--- config.mk ---
export PLATFORM = sky130hd
export DESIGN_NAME = field_seq_selector
export DESIGN_NICKNAME = d
export VERILOG_FILES = /design/src/rtl/fseq_pkg.sv /design/src/rtl/fseq_vd_fall.sv /design/src/rtl/fseq_cfg.sv /design/src/rtl/fseq_stepper.sv /design/src/rtl/field_seq_selector.sv
export SDC_FILE = /design/constraint.sdc
export NUM_CORES = 1
export LEC_CHECK = 0
export BUFFER_PORTS_ARGS = -buffer_cell sky130_fd_sc_hd__buf_2
export CORE_MARGIN = 2
export CORE_UTILIZATION = 51
export CTS_CLUSTER_DIAMETER = 50
export DETAILED_ROUTE_END_ITERATION = 12
export PLACE_DENSITY_LB_ADDON = 0.15
export SETUP_SLACK_MARGIN = 0.2
export SLEW_MARGIN = 0
export SYNTH_ARGS = -nofsm -noshare
export SYNTH_HDL_FRONTEND = slang
export SYNTH_SLANG_ARGS = --single-unit
export TNS_END_PERCENT = 10
--- constraint.sdc ---
create_clock -name clk -period 1.7 [get_ports clk]
set_input_delay 0.255 -clock clk [delete_from_list [all_inputs] [get_ports clk]]
set_output_delay 0.255 -clock clk [all_outputs]
set_load 0.01 [all_outputs]
--- src/rtl/fseq_pkg.sv ---
package fseq_pkg;

   // Register addresses; the address decode depends on these values.
   localparam int unsigned FSEQ_ADDR_LEN    = 0;
   localparam int unsigned FSEQ_ADDR_SEL_LO = 1;
   localparam int unsigned FSEQ_ADDR_SEL_HI = 2;

   // A programmed length of 0 is treated as 1; a length above the slot count is clamped.
   function automatic int unsigned fseq_eff_len(int unsigned len, int unsigned slots);
      if (len == 0)
         return 1;
      if (len > slots)
         return slots;
      return len;
   endfunction

endpackage

--- src/rtl/fseq_vd_fall.sv ---
module fseq_vd_fall #(
   parameter int unsigned STAGES = 2
) (
   input  logic clk,
   input  logic rst_n,
   input  logic vd_async,
   output logic vd_fall
);

   if (STAGES < 2) begin : g_bad_stages
      $error("fseq_vd_fall: STAGES must be at least 2");
   end

   logic [STAGES-1:0] sync_q;
   logic              prev_q;
   logic              lvl;

   assign lvl = sync_q[STAGES-1];

   always_ff @(posedge clk) begin
      if (!rst_n) begin
         sync_q <= '0;
         prev_q <= 1'b0;
      end else begin
         sync_q <= {sync_q[STAGES-2:0], vd_async};
         prev_q <= lvl;
      end
   end

   assign vd_fall = prev_q & ~lvl;

   // one VD fall produces a single one-cycle advance pulse
   a_r2_single_pulse: assert property (@(posedge clk) disable iff (!rst_n)
      vd_fall |=> !vd_fall);

endmodule

--- src/rtl/fseq_cfg.sv ---
module fseq_cfg
   import fseq_pkg::*;
#(
   parameter int unsigned SLOTS       = 7,
   parameter int unsigned SLOTS_LO    = 5,
   parameter int unsigned IDX_W       = 5,
   parameter int unsigned LEN_W       = 3,
   parameter int unsigned ADDR_W      = 4,
   parameter int unsigned DATA_W      = 32,
   parameter int unsigned APPLY_EDGES = 2
) (
   input  logic                    clk,
   input  logic                    rst_n,
   input  logic                    wr_en,
   input  logic [ADDR_W-1:0]       wr_addr,
   input  logic [DATA_W-1:0]       wr_data,
   input  logic                    upd_on_vd,
   input  logic                    vd_fall,
   output logic [LEN_W-1:0]        act_len,
   output logic [SLOTS*IDX_W-1:0]  act_flat,
   output logic                    restart
);

   localparam int unsigned SLOTS_HI = SLOTS - SLOTS_LO;
   localparam int unsigned EW       = $clog2(APPLY_EDGES);

   if (SLOTS_LO < 1 || SLOTS_HI < 1) begin : g_bad_split
      $error("fseq_cfg: both selection registers need at least one slot");
   end
   if (SLOTS_LO * IDX_W > DATA_W || SLOTS_HI * IDX_W > DATA_W) begin : g_bad_data
      $error("fseq_cfg: DATA_W too narrow for packed slots");
   end
   if (LEN_W > DATA_W) begin : g_bad_len
      $error("fseq_cfg: LEN_W wider than DATA_W");
   end
   if (APPLY_EDGES < 2) begin : g_bad_edges
      $error("fseq_cfg: APPLY_EDGES must be at least 2");
   end

   logic hit_len, hit_lo, hit_hi, hit_any, defer_wr, apply;
   logic unused_data;

   assign hit_len  = wr_en && (wr_addr == ADDR_W'(FSEQ_ADDR_LEN));
   assign hit_lo   = wr_en && (wr_addr == ADDR_W'(FSEQ_ADDR_SEL_LO));
   assign hit_hi   = wr_en && (wr_addr == ADDR_W'(FSEQ_ADDR_SEL_HI));
   assign hit_any  = hit_len || hit_lo || hit_hi;
   assign defer_wr = upd_on_vd && hit_any;
   assign unused_data = ^wr_data;

   // Deferred-update tracking
   logic          pend_q;
   logic          hi_pend_q;
   logic [EW-1:0] edge_q;

   assign apply   = pend_q && vd_fall && !defer_wr && (edge_q == EW'(APPLY_EDGES - 1));
   assign restart = (hit_hi && !upd_on_vd) || (apply && hi_pend_q);

   always_ff @(posedge clk) begin
      if (!rst_n) begin
         pend_q    <= 1'b0;
         hi_pend_q <= 1'b0;
         edge_q    <= '0;
      end else if (defer_wr) begin
         pend_q    <= 1'b1;
         hi_pend_q <= hi_pend_q || hit_hi;
         edge_q    <= '0;
      end else if (apply) begin
         pend_q    <= 1'b0;
         hi_pend_q <= 1'b0;
         edge_q    <= '0;
      end else if (pend_q && vd_fall) begin
         edge_q    <= edge_q + EW'(1);
      end
   end

   // Length register: shadow always tracks writes, active follows mode
   logic [LEN_W-1:0] shd_len;

   always_ff @(posedge clk) begin
      if (!rst_n) begin
         shd_len <= LEN_W'(1);
         act_len <= LEN_W'(1);
      end else begin
         if (hit_len)
            shd_len <= wr_data[LEN_W-1:0];
         if (hit_len && !upd_on_vd)
            act_len <= wr_data[LEN_W-1:0];
         else if (apply)
            act_len <= shd_len;
      end
   end

   // Slot registers, one generate branch per slot
   for (genvar s = 0; s < SLOTS; s++) begin : g_slot
      localparam bit          IN_LO = (s < SLOTS_LO);
      localparam int unsigned OFF   = IN_LO ? s * IDX_W : (s - SLOTS_LO) * IDX_W;

      logic             hit;
      logic [IDX_W-1:0] shd_q;
      logic [IDX_W-1:0] act_q;

      if (IN_LO) begin : g_lo
         assign hit = hit_lo;
      end else begin : g_hi
         assign hit = hit_hi;
      end

      always_ff @(posedge clk) begin
         if (!rst_n) begin
            shd_q <= '0;
            act_q <= '0;
         end else begin
            if (hit)
               shd_q <= wr_data[OFF +: IDX_W];
            if (hit && !upd_on_vd)
               act_q <= wr_data[OFF +: IDX_W];
            else if (apply)
               act_q <= shd_q;
         end
      end

      assign act_flat[s*IDX_W +: IDX_W] = act_q;
   end

   // in deferred mode the active length moves only on an apply edge
   a_r7_len_held: assert property (@(posedge clk) disable iff (!rst_n)
      (!(hit_len && !upd_on_vd) && !apply) |=> $stable(act_len));

   // a pending update survives cycles without a VD fall
   a_r7_pending_kept: assert property (@(posedge clk) disable iff (!rst_n)
      (pend_q && !vd_fall) |=> pend_q);

   // a deferred write never restarts the sequence at write time
   a_r8_no_early_restart: assert property (@(posedge clk) disable iff (!rst_n)
      (upd_on_vd && hit_hi && !pend_q) |-> !restart);

endmodule

--- src/rtl/fseq_stepper.sv ---
module fseq_stepper
   import fseq_pkg::*;
#(
   parameter int unsigned SLOTS = 7,
   parameter int unsigned IDX_W = 5,
   parameter int unsigned LEN_W = 3
) (
   input  logic                   clk,
   input  logic                   rst_n,
   input  logic                   advance,
   input  logic                   restart,
   input  logic [LEN_W-1:0]       len,
   input  logic [SLOTS*IDX_W-1:0] slot_flat,
   output logic [IDX_W-1:0]       field_idx,
   output logic [LEN_W-1:0]       step_num
);

   if (SLOTS >= (1 << LEN_W)) begin : g_bad_width
      $error("fseq_stepper: LEN_W too narrow for SLOTS");
   end

   logic [IDX_W-1:0] slot_arr [SLOTS];
   logic [LEN_W-1:0] step_q;
   logic [LEN_W-1:0] eff_len;
   logic [LEN_W:0]   step_inc;

   for (genvar s = 0; s < SLOTS; s++) begin : g_unpack
      assign slot_arr[s] = slot_flat[s*IDX_W +: IDX_W];
   end

   assign eff_len  = LEN_W'(fseq_eff_len(int'(len), SLOTS));
   assign step_inc = {1'b0, step_q} + (LEN_W+1)'(1);

   always_ff @(posedge clk) begin
      if (!rst_n)
         step_q <= '0;
      else if (restart)
         step_q <= '0;
      else if (advance)
         step_q <= (step_inc >= {1'b0, eff_len}) ? '0 : step_inc[LEN_W-1:0];
   end

   assign field_idx = slot_arr[step_q];
   assign step_num  = step_q;

   // without an advance or restart the step holds
   a_r2_step_hold: assert property (@(posedge clk) disable iff (!rst_n)
      (!advance && !restart) |=> $stable(step_q));

   // the step always names an existing slot
   a_r3_in_range: assert property (@(posedge clk) disable iff (!rst_n)
      step_q < LEN_W'(SLOTS));

   // length 0 or 1 keeps the sequence on step one
   a_r3_single_slot: assert property (@(posedge clk) disable iff (!rst_n)
      (advance && len <= LEN_W'(1) && step_q == '0) |=> (step_q == '0));

   // a restart lands on step one
   a_r5_restart_first: assert property (@(posedge clk) disable iff (!rst_n)
      restart |=> (step_q == '0));

endmodule

--- src/rtl/field_seq_selector.sv ---
module field_seq_selector
   import fseq_pkg::*;
#(
   parameter int unsigned SLOTS       = 7,
   parameter int unsigned SLOTS_LO    = 5,
   parameter int unsigned IDX_W       = 5,
   parameter int unsigned ADDR_W      = 4,
   parameter int unsigned DATA_W      = 32,
   parameter int unsigned SYNC_STAGES = 2,
   parameter int unsigned APPLY_EDGES = 2,
   localparam int unsigned LEN_W      = $clog2(SLOTS + 1)
) (
   input  logic              clk,
   input  logic              rst_n,
   input  logic              wr_en,
   input  logic [ADDR_W-1:0] wr_addr,
   input  logic [DATA_W-1:0] wr_data,
   input  logic              upd_on_vd,
   input  logic              vd,
   output logic [IDX_W-1:0]  field_idx,
   output logic [LEN_W-1:0]  step_num
);

   if (ADDR_W < 2) begin : g_bad_addr
      $error("field_seq_selector: ADDR_W must cover three registers");
   end

   logic                   vd_fall;
   logic [LEN_W-1:0]       act_len;
   logic [SLOTS*IDX_W-1:0] act_flat;
   logic                   restart;

   fseq_vd_fall #(
      .STAGES (SYNC_STAGES)
   ) u_vd (
      .clk      (clk),
      .rst_n    (rst_n),
      .vd_async (vd),
      .vd_fall  (vd_fall)
   );

   fseq_cfg #(
      .SLOTS       (SLOTS),
      .SLOTS_LO    (SLOTS_LO),
      .IDX_W       (IDX_W),
      .LEN_W       (LEN_W),
      .ADDR_W      (ADDR_W),
      .DATA_W      (DATA_W),
      .APPLY_EDGES (APPLY_EDGES)
   ) u_cfg (
      .clk       (clk),
      .rst_n     (rst_n),
      .wr_en     (wr_en),
      .wr_addr   (wr_addr),
      .wr_data   (wr_data),
      .upd_on_vd (upd_on_vd),
      .vd_fall   (vd_fall),
      .act_len   (act_len),
      .act_flat  (act_flat),
      .restart   (restart)
   );

   fseq_stepper #(
      .SLOTS (SLOTS),
      .IDX_W (IDX_W),
      .LEN_W (LEN_W)
   ) u_step (
      .clk       (clk),
      .rst_n     (rst_n),
      .advance   (vd_fall),
      .restart   (restart),
      .len       (act_len),
      .slot_flat (act_flat),
      .field_idx (field_idx),
      .step_num  (step_num)
   );

   // the first cycle after reset shows step one
   a_r1_reset_step: assert property (@(posedge clk)
      !rst_n |=> (step_num == '0));

endmodule

==> results.ini, run 1 <==
[status]
status=finished, violations left
violations=setup timing

[layout]
finalNonFillerCells=585
fin_area_mm2=0.00438
fill_cells=669
n_antenna_cell=0
layout.nets=526
regArea_mm2=0.00170
multiInputGateArea_mm2=0.00189
area_growth_pct=17.9
drive_gt1_share_pct=20.6

[synthesis]
synth_area_mm2=0.00372
synth_edf_count=0
ys_top_cells_by_count=nand2_1, dfxtp_1, a21oi_1
synth-main-ff-cell=dfxtp_1
seq_area_frac_synth_pct=45.8
netlist_instances=440
ys_warn_count=0
async_flop_share_pct=0
synth.avg_cell_area_um2=8.45
ys_seq_elements=85
synth.area.top_cells=dfxtp_1, nand2_1, mux2i_1
synth_area_leader_cell=dfxtp_1
synth_most_common_cell=nand2_1
synth_cell_types=35
syn_nets=485
yosysTopAreaCellShare_pct=45.8

[sta]
fmax_mhz=520
period_share_pct=113
slew_viol_final=0
fin_ws_ns=-0.224
skew_ns=0.0140
worstMarginPinSlew_ns=0.490
relSlewSlack_pct=67.2
fin_crit_ns=1.92
rsz0062_at_grt=yes
hold_viol=0
setup_viol=8

[power_and_ir_drop]
power.leakage_nw=1.70
p_per_area_mw_per_mm2=850
p_sw_w=0.000871
intPower_w=0.00286
switching_share_pct=23.4
power_frac_comb_pct=5.7
seqPwrFrac_pct=54.5
clock_power_share_pct=39.8
peakVddDrop_mv=0.675

[die]
pin_count=49
die_x_um=89.4
row_count=31
initial_core_util_pct=52.1
coreArea_mm2=0.00714
die_h_um=89.4
dieArea_mm2=0.00799

[run]
cap_violations=0

[grt]
groute.usage.overall_pct=25.5
grt_pass1_wl_mm=15.2
gr-total-overflow=0
grt_antenna_before_repair=0
grt_max_degree=51
first_global_vias=3016

[worst_setup_path]
cp_num_buf_inv=2
worstSetupStartpointType=flip-flop
crit_slowest_cell=mux4_2
endpoint_kind=primary output
timing.rr.end=u_step.step_num[1]
crit_cells=5
cp_cell_sequence=buf_12 -> mux4_2 -> nor2_2 -> a21oi_1 -> buf_2
crit_path_end=field_idx[1]
critical_path_required_ns=1.44
r2r_start=u_step.step_num[0]
r2r_cells=7
cp-startpoint=u_step.step_num[1]
path_class=reg2out
r2r_slack_ns=-0.13
critPathMaxFanout=8
slowest_delay_ns=0.51
critical-path-top-delay-family=multiplexers
crit_arrival_ns=1.67

[detailed_routing]
drt_iter0_drc=202
wire_per_inst_um=16.2
dr.pass1.iters=5
wl_mm=9.50
ant_nets=0
drc=0
via_count=3287
via_per_inst=5.62

[clock_network]
cts.root.buffer_cell=clkbuf_8
clk_latency_ns=0.36
htreeDepth=3
clkTransAtPathRegs_ns=0.09
clock-sinks=85
cts_made_buffers=9
cts_tree=yes
clock_path_buffers=2
holdBufCountCts=0

[place]
gp_congestion=0.855
hpwlAfterDp_mm=6.33
placed_area_mm2=0.00407
place_inst=566
portBuffers=41
place_ws_ns=-0.0941

[min_path]
hold_class=in2reg
min_from=vd

-- cells in the final DEF (no fill, tap or decap), types with 2 or more instances in the layout --
master,count
mux4_2,5
buf_4,15
mux2i_1,25
and2_1,3
nand2_1,115
buf_2,41
nor3_4,2
nor2b_1,2
buf_12,5
and3_1,2
nand4_1,2
a31oi_2,2
nand2b_1,3
o2bb2ai_1,10
nand4b_1,3
buf_6,2
a31oi_1,26
dfxtp_1,83
clkbuf_8,11
dfxtp_2,2
nor2_1,21
a221oi_2,3
ha_1,3
nand3_1,9
o21ai_0,27
a21oi_1,39
inv_1,4
clkinvlp_4,2
-- kinds of logic (layout without fill, tap and decap cells) --
group	Yosys count	in the layout	synth area share, %
buffers and inverters	37	83	4.81
DFF	85	85	45.8
xor gates and xnor gates	2	2	0.471
adders and majority gates	4	4	1.35
AOI/OAI and AO/OA	116	116	18.7
muxes	30	30	9.76
and+or+nand+nor	166	166	19.2
-- timing repair --
item	in CTS	in global routing
endpoints found under the setup margin	8	22
pin swaps	0	1
buffers inserted	3	0
resized for setup	8	8
-- metrics by stage --
stage	utilization, %	power [W]	hold WS [ns]	setup TNS, ns
final	61.4	0.00373	0.0972	-1.31
after global placement	57.1	0.00228	0.415	-0.118
after global routing	61.4	0.00388	0.0854	-2.07
after CTS	60.8	0.00375	0.0843	-1.28
after detailed placement	57.1	0.00228	0.424	-0.225
after floorplan	-	0.00217	0.372	-0.00161
-- area by class of cell --
class                      instances  area share [%]
clock buffer                      11            3.45
clock inverter                     5            1.34
inverter                           4           0.343
multi-input combinational        318            43.1
sequential                        85            38.9
tap                               99            2.83
timing repair buffer              63            10.0
-- power groups by stage --
stage                     clock (W)  combinational, W  sequential, W
after CTS                   0.00151          0.000209        0.00203
after global routing        0.00161          0.000234        0.00203
after detailed placement          0          0.000207        0.00208
after global placement            0          0.000202        0.00208
final                       0.00148          0.000212        0.00203
after floorplan                   0          0.000102        0.00207
-- state kept, by name (all words and copies together) (netlist names) --
name / count
u_vd.sync_q: 2
u_cfg.g_slot.act_q: 35
u_cfg.act_len: 3
u_step.step_num: 3
u_cfg.hi_pend_q: 1
u_cfg.edge_q: 1
u_cfg.shd_len: 3
u_cfg.pend_q: 1
u_vd.prev_q: 1
u_cfg.g_slot.shd_q: 35
-- worst min path at each step --
stage                     cells after the start                       end  slack (ns)
after floorplan                               1  u_cfg.g_slot[5].act_q[0]        0.37
after global placement                        1            u_vd.sync_q[1]        0.41
after detailed placement                      1            u_vd.sync_q[1]        0.42
after CTS                                     2            u_vd.sync_q[0]        0.08
after global routing                          2            u_vd.sync_q[0]        0.09
final                                         2            u_vd.sync_q[0]         0.1
-- per-layer routing --
layer | vias up | part of all wire, % | track usage (%)
met5 | - | 0 | 0
met4 | 0 | 2.3 | 8.82
met2 | 104 | 49 | 41.6
met3 | 17 | 5.6 | 4.99
li1 | 1614 | - | -
met1 | 1552 | 44 | 33.8
(Power assumes the default switching activity.)
==> inputs of run 2 (changes only) <==
Settings changed: TNS_END_PERCENT 10 to unset.
==> results.ini, run 2 (synthesis gave the netlist of run 1 again) <==
[status]
status=finished, violations left
violations=setup timing

[clock_network]
holdBufCountCts=0
htreeDepth=3
clock_path_buffers=2
clk_latency_ns=0.35
clkTransAtPathRegs_ns=0.08
cts_made_buffers=9
cts.root.buffer_cell=clkbuf_8
cts_tree=yes
clock-sinks=85

[worst_setup_path]
path_class=reg2out
cp-startpoint=u_step.step_num[1]
critical_path_required_ns=1.44
worstSetupStartpointType=flip-flop
r2r_cells=7
critPathMaxFanout=7
endpoint_kind=primary output
crit_path_end=field_idx[1]
r2r_slack_ns=-0.09
timing.rr.end=u_step.step_num[1]
r2r_start=u_step.step_num[1]
crit_arrival_ns=1.68

[power_and_ir_drop]
p_per_area_mw_per_mm2=796
seqPwrFrac_pct=58.5
switching_share_pct=23.5
power.leakage_nw=1.68
intPower_w=0.00265
power_frac_comb_pct=6.0
p_sw_w=0.000815
clock_power_share_pct=35.5
peakVddDrop_mv=0.483

[grt]
grt_pass1_wl_mm=14.4
first_global_vias=2933
gr-total-overflow=0
groute.usage.overall_pct=24.1
grt_max_degree=51
grt_antenna_before_repair=0

[detailed_routing]
wl_met3_um=366
wl_met1_mm=4.15
ant_nets=0
drc=0
via_count=3199
drt_iter0_drc=188
highest_layer=met4
via_per_inst=5.49
dr.pass1.iters=6
wire_per_inst_um=15.5
wl_met2_mm=4.32
wl_mm=9.04

[die]
dieArea_mm2=0.00799
die_x_um=89.4
initial_core_util_pct=52.1
coreArea_mm2=0.00714
die_h_um=89.4
row_count=31
pin_count=49

[place]
portBuffers=41
hpwlAfterDp_mm=5.98
gp_congestion=0.872

[sta]
rsz0062_at_grt=yes
fin_ws_ns=-0.235
worstMarginPinSlew_ns=0.461
fin_crit_ns=1.94
tns_ns=-1.21
setup_viol=8
relSlewSlack_pct=69.2
period_share_pct=114
fmax_mhz=517
slew_viol_final=0
skew_ns=0.00691
hold_viol=0

[min_path]
min_from=vd
hold_class=in2reg

[layout]
final_common_cell=nand2_1
mostFrequentLayoutCells=nand2_1, dfxtp_1, buf_2
drive_gt1_share_pct=20.2
fin_util_pct=61.0
layout.nets=525
top_regs=u_cfg.g_slot.act_q (35), u_cfg.g_slot.shd_q (35)
n_antenna_cell=0
area_growth_pct=17.2

[run]
cap_violations=0

[run 2: changes by cell type in the layout (fill, tap and decap cells not counted), moves of 2 or more]
cell and change:
dfxtp_4 +2, buf_6 -2, clkbuf_1 +3, dfxtp_2 -2, clkinvlp_4 -2
[run 2: stage by stage]
stage | worst slack (ns) | std cells | instance area [um2] | power [W] | hold slack, ns
6_report | -0.235 | 583 | 4350 | 0.00347 | 0.118
5_1_grt | -0.281 | 583 | 4350 | 0.00360 | 0.108
4_1_cts | -0.240 | 583 | 4330 | 0.00349 | 0.103
3_5_place_dp | -0.109 | 562 | 4070 | 0.00228 | 0.426
3_3_place_gp | -0.0621 | 562 | 4070 | 0.00227 | 0.416
2_1_floorplan | 0.0171 | 440 | 3740 | 0.00217 | 0.372
[run 2: worst min path at each step]
stage | endpoint | cells after the start
finish | u_vd.sync_q[0] | 2
global route | u_vd.sync_q[0] | 2
CTS | u_vd.sync_q[0] | 2
detailed placement | u_vd.sync_q[1] | 1
global placement | u_vd.sync_q[1] | 1
floorplan | u_cfg.g_slot[5].act_q[0] | 1
[run 2: power groups by stage]
stage	Combinational, W	Clock, W	Sequential, W
CTS	0.000205	0.00126	0.00203
detailed placement	0.000202	0	0.00208
global placement	0.000198	0	0.00208
global route	0.000231	0.00133	0.00203
floorplan	0.000102	0	0.00207
finish	0.000208	0.00123	0.00203
[run 2: metal layers]
layer	vias up	track usage, %
li1	1612	-
met1	1494	31.5
met2	79	38.7
met3	14	4.06
met4	0	11.7
met5	-	0
[run 2: layout make-up]
cell class / instances / area, um2
Fill cell: 682 / 2780
Multi-Input combinational cell: 318 / 1910
Sequential cell: 85 / 1710
Timing Repair Buffer: 62 / 433
Clock buffer: 13 / 149
Tap cell: 99 / 124
Inverter: 4 / 15.0
Clock inverter: 2 / 10.0
[run 2: timing repair]
| action | CTS | global route |
|---|---|---|
| gates resized for setup | 12 | 6 |
| endpoints found under the setup margin | 9 | 8 |
| buffers inserted | 6 | 0 |
| pin swaps | 3 | 5 |
[run 2: critical path, stage by stage (launching register included)]
cell and delay, ns:
dfxtp_4 0.38, buf_8 0.13, mux4_2 0.51, nor2_2 0.10
a21oi_1 0.06, buf_2 0.15
